### src/rtl/pcnu_pkg.sv
package pcnu_pkg;

  typedef enum logic [2:0] {
    MODE_INC   = 3'd0,
    MODE_REL   = 3'd1,
    MODE_SEG   = 3'd2,
    MODE_FULL  = 3'd3,
    MODE_TABLE = 3'd4,
    MODE_VEC   = 3'd5,
    MODE_RSV6  = 3'd6,
    MODE_RSV7  = 3'd7
  } pc_mode_e;

  typedef enum logic [1:0] {
    SQ_IDLE  = 2'd0,
    SQ_TABLE = 2'd1,
    SQ_VHI   = 2'd2,
    SQ_VLO   = 2'd3
  } seq_state_e;

endpackage

### src/rtl/pcnu_rst_sync.sv
module pcnu_rst_sync #(
  parameter int STAGES = 2
) (
  input  logic clk,
  input  logic rst_n,
  output logic rst_sync_n
);

  logic [STAGES-1:0] sync_q;

  always_ff @(posedge clk or negedge rst_n) begin
    if (!rst_n) begin
      sync_q <= '0;
    end else begin
      sync_q <= {sync_q[STAGES-2:0], 1'b1};
    end
  end

  assign rst_sync_n = sync_q[STAGES-1];

endmodule

### src/rtl/pcnu_target.sv
module pcnu_target
  import pcnu_pkg::*;
#(
  parameter int PC_W   = 15,
  parameter int SEG_W  = 12,
  parameter int DISP_W = 6
) (
  input  logic [PC_W-1:0]   pc,
  input  pc_mode_e          mode,
  input  logic [DISP_W-1:0] disp,
  input  logic [SEG_W-1:0]  seg_target,
  input  logic [PC_W-1:0]   full_target,
  output logic              tgt_valid,
  output logic [PC_W-1:0]   tgt_pc
);

  localparam int EXT_W = PC_W - DISP_W;
  localparam logic [PC_W-1:0] ONE = PC_W'(1);

  logic [PC_W-1:0] disp_ext;
  logic [PC_W-1:0] inc_pc;
  logic [PC_W-1:0] rel_pc;
  logic [PC_W-1:0] seg_pc;

  assign disp_ext = {{EXT_W{disp[DISP_W-1]}}, disp};
  assign inc_pc   = pc + ONE;
  // field value d encodes displacement d+1: range -(2^(W-1))+1 .. 2^(W-1)
  assign rel_pc   = pc + disp_ext + ONE;

  generate
    if (SEG_W < PC_W) begin : g_seg_splice
      assign seg_pc = {pc[PC_W-1:SEG_W], seg_target};
    end else begin : g_seg_full
      assign seg_pc = seg_target[PC_W-1:0];
    end
  endgenerate

  always_comb begin
    tgt_valid = 1'b1;
    tgt_pc    = pc;
    case (mode)
      MODE_INC:  tgt_pc = inc_pc;
      MODE_REL:  tgt_pc = rel_pc;
      MODE_SEG:  tgt_pc = seg_pc;
      MODE_FULL: tgt_pc = full_target;
      default: begin
        tgt_valid = 1'b0;
        tgt_pc    = pc;
      end
    endcase
  end

endmodule

### src/rtl/pcnu_seq.sv
module pcnu_seq
  import pcnu_pkg::*;
#(
  parameter int PC_W   = 15,
  parameter int BYTE_W = 8
) (
  input  logic              clk,
  input  logic              rst_n,
  input  logic              start_table,
  input  logic              start_vec,
  input  logic [PC_W-1:0]   pc,
  input  logic [BYTE_W-1:0] acc,
  input  logic [PC_W-1:0]   vec_addr,
  input  logic [BYTE_W-1:0] mem_rdata,
  output logic              mem_req,
  output logic [PC_W-1:0]   mem_addr,
  output logic              busy,
  output logic              load,
  output logic [PC_W-1:0]   load_pc
);

  localparam int VEC_W  = 2 * BYTE_W;
  localparam int HIGH_W = PC_W - BYTE_W;

  seq_state_e        state_q, state_d;
  logic [PC_W-1:0]   vaddr_q, vaddr_d;
  logic              vaddr_en;
  logic [BYTE_W-1:0] hi_q, hi_d;
  logic              hi_en;
  logic [VEC_W-1:0]  vec_full;
  logic              unused_vec_bits;

  assign vec_full        = {hi_q, mem_rdata};
  assign unused_vec_bits = ^vec_full[VEC_W-1:PC_W];

  always_comb begin
    state_d  = state_q;
    vaddr_d  = vaddr_q;
    vaddr_en = 1'b0;
    hi_d     = hi_q;
    hi_en    = 1'b0;
    mem_req  = 1'b0;
    mem_addr = '0;
    load     = 1'b0;
    load_pc  = pc;
    case (state_q)
      SQ_IDLE: begin
        if (start_table) begin
          mem_req  = 1'b1;
          mem_addr = {pc[PC_W-1:BYTE_W], acc};
          state_d  = SQ_TABLE;
        end else if (start_vec) begin
          mem_req  = 1'b1;
          mem_addr = vec_addr;
          vaddr_en = 1'b1;
          vaddr_d  = vec_addr + PC_W'(1);
          state_d  = SQ_VHI;
        end
      end
      SQ_TABLE: begin
        load    = 1'b1;
        load_pc = {pc[PC_W-1:BYTE_W], mem_rdata};
        state_d = SQ_IDLE;
      end
      SQ_VHI: begin
        mem_req  = 1'b1;
        mem_addr = vaddr_q;
        hi_en    = 1'b1;
        hi_d     = mem_rdata;
        state_d  = SQ_VLO;
      end
      SQ_VLO: begin
        load    = 1'b1;
        load_pc = vec_full[PC_W-1:0];
        state_d = SQ_IDLE;
      end
      default: state_d = SQ_IDLE;
    endcase
  end

  always_ff @(posedge clk or negedge rst_n) begin
    if (!rst_n) begin
      state_q <= SQ_IDLE;
      vaddr_q <= '0;
      hi_q    <= '0;
    end else begin
      state_q <= state_d;
      if (vaddr_en) vaddr_q <= vaddr_d;
      if (hi_en)    hi_q    <= hi_d;
    end
  end

  assign busy = (state_q != SQ_IDLE);

  // a table jump holds busy for exactly the data cycle with no new request
  p_table_wait_r6: assert property (@(posedge clk) disable iff (!rst_n)
    (state_q == SQ_IDLE && start_table) |=> (busy && !mem_req));

  // second vector read follows immediately at the next address
  p_vec_step_r7: assert property (@(posedge clk) disable iff (!rst_n)
    (state_q == SQ_IDLE && !start_table && start_vec)
      |=> (mem_req && mem_addr == ($past(vec_addr) + PC_W'(1))));

  // the cycle that loads the PC ends the busy period
  p_load_releases_r7: assert property (@(posedge clk) disable iff (!rst_n)
    load |=> !busy);

  // HIGH_W kept for structure checks on the table address split
  initial begin
    assert (HIGH_W > 0) else $error("PC_W must exceed BYTE_W");
  end

endmodule

### src/rtl/pc_next_unit.sv
module pc_next_unit
  import pcnu_pkg::*;
#(
  parameter int PC_W     = 15,
  parameter int SEG_W    = 12,
  parameter int DISP_W   = 6,
  parameter int BYTE_W   = 8,
  parameter int MODE_W   = 3,
  parameter int RST_SYNC = 2
) (
  input  logic              clk,
  input  logic              rst_n,
  input  logic              op_valid,
  input  logic [MODE_W-1:0] op_mode,
  input  logic [DISP_W-1:0] rel_disp,
  input  logic [SEG_W-1:0]  seg_target,
  input  logic [PC_W-1:0]   full_target,
  input  logic [BYTE_W-1:0] acc,
  input  logic [PC_W-1:0]   vec_addr,
  input  logic [BYTE_W-1:0] mem_rdata,
  output logic              mem_req,
  output logic [PC_W-1:0]   mem_addr,
  output logic              busy,
  output logic [PC_W-1:0]   pc
);

  logic            rst_sync_n;
  pc_mode_e        mode;
  logic            accept;
  logic            tgt_valid;
  logic [PC_W-1:0] tgt_pc;
  logic            start_table;
  logic            start_vec;
  logic            seq_load;
  logic [PC_W-1:0] seq_pc;
  logic [PC_W-1:0] pc_q, pc_d;
  logic            pc_en;

  assign mode = pc_mode_e'(op_mode);

  pcnu_rst_sync #(.STAGES(RST_SYNC)) u_rst_sync (
    .clk        (clk),
    .rst_n      (rst_n),
    .rst_sync_n (rst_sync_n)
  );

  pcnu_target #(.PC_W(PC_W), .SEG_W(SEG_W), .DISP_W(DISP_W)) u_target (
    .pc          (pc_q),
    .mode        (mode),
    .disp        (rel_disp),
    .seg_target  (seg_target),
    .full_target (full_target),
    .tgt_valid   (tgt_valid),
    .tgt_pc      (tgt_pc)
  );

  assign accept      = op_valid && !busy;
  assign start_table = accept && (mode == MODE_TABLE);
  assign start_vec   = accept && (mode == MODE_VEC);

  pcnu_seq #(.PC_W(PC_W), .BYTE_W(BYTE_W)) u_seq (
    .clk         (clk),
    .rst_n       (rst_sync_n),
    .start_table (start_table),
    .start_vec   (start_vec),
    .pc          (pc_q),
    .acc         (acc),
    .vec_addr    (vec_addr),
    .mem_rdata   (mem_rdata),
    .mem_req     (mem_req),
    .mem_addr    (mem_addr),
    .busy        (busy),
    .load        (seq_load),
    .load_pc     (seq_pc)
  );

  always_comb begin
    pc_en = 1'b0;
    pc_d  = pc_q;
    if (seq_load) begin
      pc_en = 1'b1;
      pc_d  = seq_pc;
    end else if (accept && tgt_valid) begin
      pc_en = 1'b1;
      pc_d  = tgt_pc;
    end
  end

  always_ff @(posedge clk or negedge rst_sync_n) begin
    if (!rst_sync_n) begin
      pc_q <= '0;
    end else if (pc_en) begin
      pc_q <= pc_d;
    end
  end

  assign pc = pc_q;

  // idle with nothing valid leaves the PC alone
  p_hold_idle_r9: assert property (@(posedge clk) disable iff (!rst_sync_n)
    (!busy && !op_valid) |=> (pc == $past(pc)));

  // unused codes never start a read
  p_rsv_no_req_r9: assert property (@(posedge clk) disable iff (!rst_sync_n)
    (!busy && op_valid && op_mode[2:1] == 2'b11) |-> !mem_req);

  // busy freezes the PC until the sequencer loads it
  p_busy_freeze_r8: assert property (@(posedge clk) disable iff (!rst_sync_n)
    (busy && !seq_load) |=> $stable(pc));

  // full-width target lands in every bit
  p_full_r5: assert property (@(posedge clk) disable iff (!rst_sync_n)
    (!busy && op_valid && op_mode == MODE_FULL) |=> (pc == $past(full_target)));

  // segment bits survive a segment-absolute jump
  p_seg_keep_r4: assert property (@(posedge clk) disable iff (!rst_sync_n)
    (!busy && op_valid && op_mode == MODE_SEG)
      |=> (pc[PC_W-1:SEG_W] == $past(pc[PC_W-1:SEG_W])));

  // increment wraps modulo 2^PC_W
  p_inc_r2: assert property (@(posedge clk) disable iff (!rst_sync_n)
    (!busy && op_valid && op_mode == MODE_INC) |=> (pc == $past(pc) + PC_W'(1)));

endmodule

### config.mk
export PLATFORM = sky130hd
export DESIGN_NAME = pc_next_unit
export DESIGN_NICKNAME = d
export VERILOG_FILES = /design/src/rtl/pcnu_pkg.sv /design/src/rtl/pcnu_rst_sync.sv /design/src/rtl/pcnu_target.sv /design/src/rtl/pcnu_seq.sv /design/src/rtl/pc_next_unit.sv
export SDC_FILE = /design/constraint.sdc
export NUM_CORES = 1
export LEC_CHECK = 0
export ABC_AREA = 1
export BUFFER_PORTS_ARGS = -buffer_cell sky130_fd_sc_hd__buf_4
export CORE_MARGIN = 2
export CORE_UTILIZATION = 51
export CTS_CLUSTER_DIAMETER = 80
export CTS_CLUSTER_SIZE = 30
export DETAILED_ROUTE_END_ITERATION = 10
export PLACE_DENSITY = 0.79
export SLEW_MARGIN = 20
export SYNTH_ARGS = -nofsm -noshare
export SYNTH_HDL_FRONTEND = slang
export SYNTH_HIERARCHICAL = 1
export SYNTH_SLANG_ARGS = --single-unit
### constraint.sdc
create_clock -name clk -period 1.6 [get_ports clk]
set_clock_uncertainty 0.05 [all_clocks]
set_input_delay 0 -clock clk [delete_from_list [all_inputs] [get_ports clk]]
set_output_delay 0 -clock clk [all_outputs]
set_load 0.005 [all_outputs]
Word-level counts from Yosys, hierarchy flattened. Cells that the tools add are included.

$add $sub $neg: 4. Equality and inequality tests: 13. Multiplexer cells: 20. Bitwise gates (word level): 1. Reduce and logical (&&, ||, !) cells: 18.

Operators by type and width (count): $mux W15 (4); $pmux W15 S2 (2); $pmux W15 S4 (1); $add A15 B1 Y15 const B (3); $add A15 B15 Y15 (1); $mux W1 (9); $reduce_and A4 Y1 (2); $eq A3 B2 Y1 const B (2); $eq A3 B3 Y1 const B (2); $pmux W2 S3 (1); $reduce_and A6 Y1 (1); $reduce_and A5 Y1 (1); $reduce_bool A5 Y1 (1); $eq A2 B2 Y1 const B (2); $logic_and A1 B1 Y1 (4); $mux W2 (2); $ne A2 B2 Y1 const B (2); $reduce_bool A2 Y1 (2); $reduce_bool A4 Y1 (1); $reduce_or A4 Y1 (1); $eq A3 B1 Y1 const B (1); $logic_not A3 Y1 (1); $ne A3 B1 Y1 const B (1); $ne A3 B3 Y1 const B (1); other kinds (8) (8).

Bits in registers: 41. Input bits: 70. Output and inout port bits: 32. Logic and storage cells: 63.

Depth between registers and ports, before layout.
Depth in word-level cells: 8. Gate-level depth with buffers: 15. Depth with buffers taken out: 15.

Hierarchy. Netlist, hierarchy kept.

Modules (own cells, without submodules): pcnu_target (instances 1, cells each 373, area each 1819.2 sq um, seq. area each 0.0 sq um); pcnu_seq (instances 1, cells each 275, area each 1761.7 sq um, seq. area each 600.6 sq um); pc_next_unit (instances 1, cells each 121, area each 895.9 sq um, seq. area each 375.4 sq um); pcnu_rst_sync (instances 1, cells each 3, area each 53.8 sq um, seq. area each 50.0 sq um).

Worst setup path before layout. Ideal clock, no wire load.

Path kind: register -> register. Start: register pc_q[0], in the netlist pc[0]. End: register pc_q[12], in the netlist pc[12]. Library setup time: 117 ps. Arrival time: 1962 ps. Required time: 1433 ps. Setup slack: -529 ps. Stages on the path, launching flop included: 16. Path buffers: 0. Clock period less this slack: 2129 ps. Path through: dfrtp_1 -> inv_1 -> ha_1 -> fa_1 -> inv_1 -> nand3_1 -> nand3_1 -> nand3_1 -> nand3_1 -> nand2_1 -> nand3_1 -> nand3_1 -> nand2_1 -> nand2_1 -> nand2_1 -> nand2_1.

Longest elaborated chain between the ends: 5. Elaborated cells on any way between the ends: 6. Classes of those cells: 3 x add/sub; 3 x mux.

RTL lines: start, declared (RTL line pc_next_unit.sv:36) `logic [PC_W-1:0] pc_q, pc_d;`; start signal, assigned (RTL line pc_next_unit.sv:93) `pc_q <= pc_d;`; $add A15 B15 Y15 (RTL line pcnu_target.sv:28) `assign rel_pc = pc + disp_ext + ONE;`; $add A15 B1 Y15 (RTL line pcnu_target.sv:28); $pmux W15 S4 (*) (RTL line pcnu_target.sv:41) `case (mode)`; via tgt_pc[12] (RTL line pc_next_unit.sv:31) `logic [PC_W-1:0] tgt_pc;`; $mux W15 (*) (RTL line pc_next_unit.sv:83) `end else if (accept && tgt_valid) begin`; $mux W15 (*) (RTL line pc_next_unit.sv:80) `if (seq_load) begin`.

The timed path passes the listed nets; every way through them passes the cells marked *. The select of a mux whose other input is x is not followed. A chain may end at the register's enable or synchronous reset.

Worst setup path after layout.
Start: register pc_q[3], in the netlist pc[3]. End: register pc_q[4], in the netlist pc[4].

Same word-level chain as after synthesis.

==> flow_metrics.tcl <==
set metrics [dict create \
    instances_no_fill 1067 \
    swShare 0.469 \
    synth_compound_area_frac 0.0969 \
    rrSetupSlack_ps -440 \
    die_y_microns 98.3 \
    fp.dieW_microns 98.3 \
    grt_pass1_vias 5914 \
    p_clk_frac 0.105 \
    dp_cells 1023 \
    hold_path_class "primary input to register" \
    ant_nets 0 \
    final_area_sq_um 6950 \
    design.core.area_sq_um 8680 \
    cap_violations 0 \
    whs_path_depth 7 \
    drive_above_1_share 0.357 \
    drc_errors 0 \
    power.density_nw_per_um2 1270 \
    power.total_uw 8850 \
    worstSetupEndpointType "register" \
    syn_area_sq_um 4530 \
    fillers 624 \
    worst_pin_slew_ps 569 \
    totalWireLength_microns 17700 \
    slew_violations 0 \
    internal_power_uw 4700 \
    clockRootBuffer "clkbuf_8" \
    syn_avg_cell_area_sq_um 5.87 \
    routedWlPerCell_microns 16.6 \
    syn_nets 859 \
    drtIter0Drc 468 \
    start_util 0.522 \
    power_frac_comb 0.685 \
    place_congestion 0.956 \
    worst_slack_ps -437 \
    dr_total_vias 6025 \
    netlist_instances 772 \
    row_count 34 \
    clk_path_buf_depth 2 \
    grt_max_degree 40 \
    yosysSeqAreaShare 0.226 \
    dieArea_sq_um 9650 \
    synth-seq-cells 41 \
    crit_fanout 4 \
    seqPwrFrac 0.210 \
    area_delta_synth_final_pct 53.3 \
    grt_pass1_wl_microns 27700 \
    grtUsageTotal 0.352 \
    diodes 0 \
    num_io_pins 102 \
    port_buffers 101 \
    path_class "register to register" \
    clkLatencyLatePin_ps 300 \
    setup_viol 45 \
    final_util 0.800 \
    synth_mux_area_frac 0 \
    cts_buffers 5 \
    post_dp_cell_area_sq_um 6050 \
    rsz0062_at_grt "yes" \
    nNetsFinal 1045 \
    critical_path_required_ps 1740 \
    synthSimpleGateAreaFrac 0.473 \
    ff2ff_path_depth 12 \
    ys_types 41 \
    status "finished with violations" \
    clkSlewWorstSetupHoldPaths_ps 100 \
    violations "setup timing" \
    vias_per_cell 5.65 \
    htree_levels 2 \
    synth_warnings 6 \
    antenna_found_initial 0 \
    cts_tree "done" \
    finalCritPeriodShare 1.27 \
    arrival_ps 2180 \
    switching_power_uw 4150 \
    firstDrtPassIters 8 \
    grt_overflow 0 \
    synth_top_family_by_area "simple AND/OR/NAND/NOR gates" \
    fmax_mhz 491 \
    synth_xor_area_frac 0.00773 \
    layout_min_cycle_time_ps 2040 \
    pre_cts_ws_ps -340 \
    hpwl_microns 12300 \
    clock_sinks 41 \
    p_leak_uw 0.00358 \
    peakVddDrop_mv 0.711 \
    hold_violations 0 \
    synthAdderAreaFrac 0.0486 \
    start_kind "register" \
    slew_headroom 0.621 \
]
## layout make-up
type / count / area [sq um] / area share
multi-input cells: 585 / 3460 / 0.498
repair buffers: 203 / 1720 / 0.247
flip-flops and latches: 41 / 1040 / 0.150
inverters: 122 / 473 / 0.0681
well taps: 108 / 135 / 0.0195
clock buffers: 7 / 86.3 / 0.0124
clock inverters: 1 / 30.0 / 0.00432
## critical path: stages, from the launching register on
cell and delay, ps:
dfrtp_2 440, ha_4 270, buf_6 130, buf_6 120, nand3_4 80, nand3_4 90, or2_4 260, nand3_2 60
nand4_1 140, nand2_2 100, nand2_1 50, nand2_1 60, nand2_1 70
## flip-flops by register name, summed over array words and instances (netlist names)
register and cells:
u_seq/state_q 2, u_seq/hi_q 7, u_rst_sync/sync_q 2, pc 15
u_seq/vaddr_q 15
## Yosys cell counts (all sizes together)
library cell / number / area (sq um)
o221ai: 6 / 52.6
nor3b: 1 / 7.51
o211ai: 7 / 52.6
a22oi: 1 / 7.51
xnor2: 1 / 8.76
a221oi: 1 / 15.0
o2111ai: 1 / 8.76
dfrtp: 41 / 1030
o21bai: 1 / 11.3
buf: 22 / 189
fa: 1 / 20.0
inv: 122 / 465
a211oi: 2 / 15.0
nor3: 2 / 10.0
clkbuf: 2 / 7.51
nand4: 18 / 113
nor2: 61 / 269
nand3: 87 / 453
nand2: 312 / 1220
o21ai: 41 / 213
a21oi: 9 / 45.0
xor2: 3 / 26.3
ha: 16 / 200
nand3b: 5 / 37.5
o22ai: 3 / 18.8
or2: 5 / 31.3
conb: 1 / 3.75
## worst paths after layout
check                                     start     end
min in group asynchronous  u_rst_sync/sync_q[1]  pc[10]
max                                       pc[3]   pc[4]
min reg2reg                u_rst_sync/sync_q[1]  pc[10]
min                                mem_rdata[7]   pc[7]
max in group asynchronous  u_rst_sync/sync_q[1]   pc[1]
max reg2reg                               pc[3]   pc[4]
## per-stage QoR
| step | hold slack, ps | TNS, ps |
|---|---|---|
| after global placement | -267 | -4130 |
| after CTS | 16.8 | -9280 |
| after floorplan | -346 | -2800 |
| after detailed placement | -266 | -6300 |
| final | 45.0 | -11690 |
| after global routing | 49.7 | -15210 |
## cells in the final DEF (no fill, tap or decap), types with 23 or more instances in the layout
| master | instances |
|---|---|
| o21ai_0 | 31 |
| dlygate4sd3_1 | 23 |
| buf_4 | 161 |
| dfrtp_1 | 28 |
| nand3_1 | 60 |
| inv_1 | 108 |
| nand2_1 | 267 |
| nor2_1 | 43 |
| nand2_2 | 33 |
## power groups by stage
stage / sequential (uW) / combinational [uW] / clock (uW)
3_5_place_dp: 1860 / 4940 / 0
5_1_grt: 1900 / 6560 / 960
2_1_floorplan: 1970 / 2830 / 0
6_report: 1860 / 6060 / 925
4_1_cts: 1850 / 5470 / 930
3_3_place_gp: 1850 / 4820 / 0
## metal layers
metal	part of all wire	vias to the layer above	GRT usage
met4	0.023	0	0.125
met3	0.084	44	0.0465
met1	0.40	2813	0.459
li1	-	2815	-
met5	0	-	0
met2	0.49	353	0.601
## what timing repair did
item                                   CTS  global route
hold buffers                            22             1
endpoints found under the hold margin   22             1
setup buffers                            6             8
setup endpoints to repair               45            46
resized for setup                       69            49
pin swaps                               40            45
## kinds of logic after synthesis
| logic type | count (synthesis) |
|---|---|
| AOI/OAI and AO/OA | 72 |
| xor gates and xnor gates | 4 |
| adders and majority gates | 17 |
| buffers and inverters | 146 |
| DFF | 41 |
| other | 1 |
| and+or+nand+nor | 491 |
No activity file was read; power rests on OpenSTA's default activity.
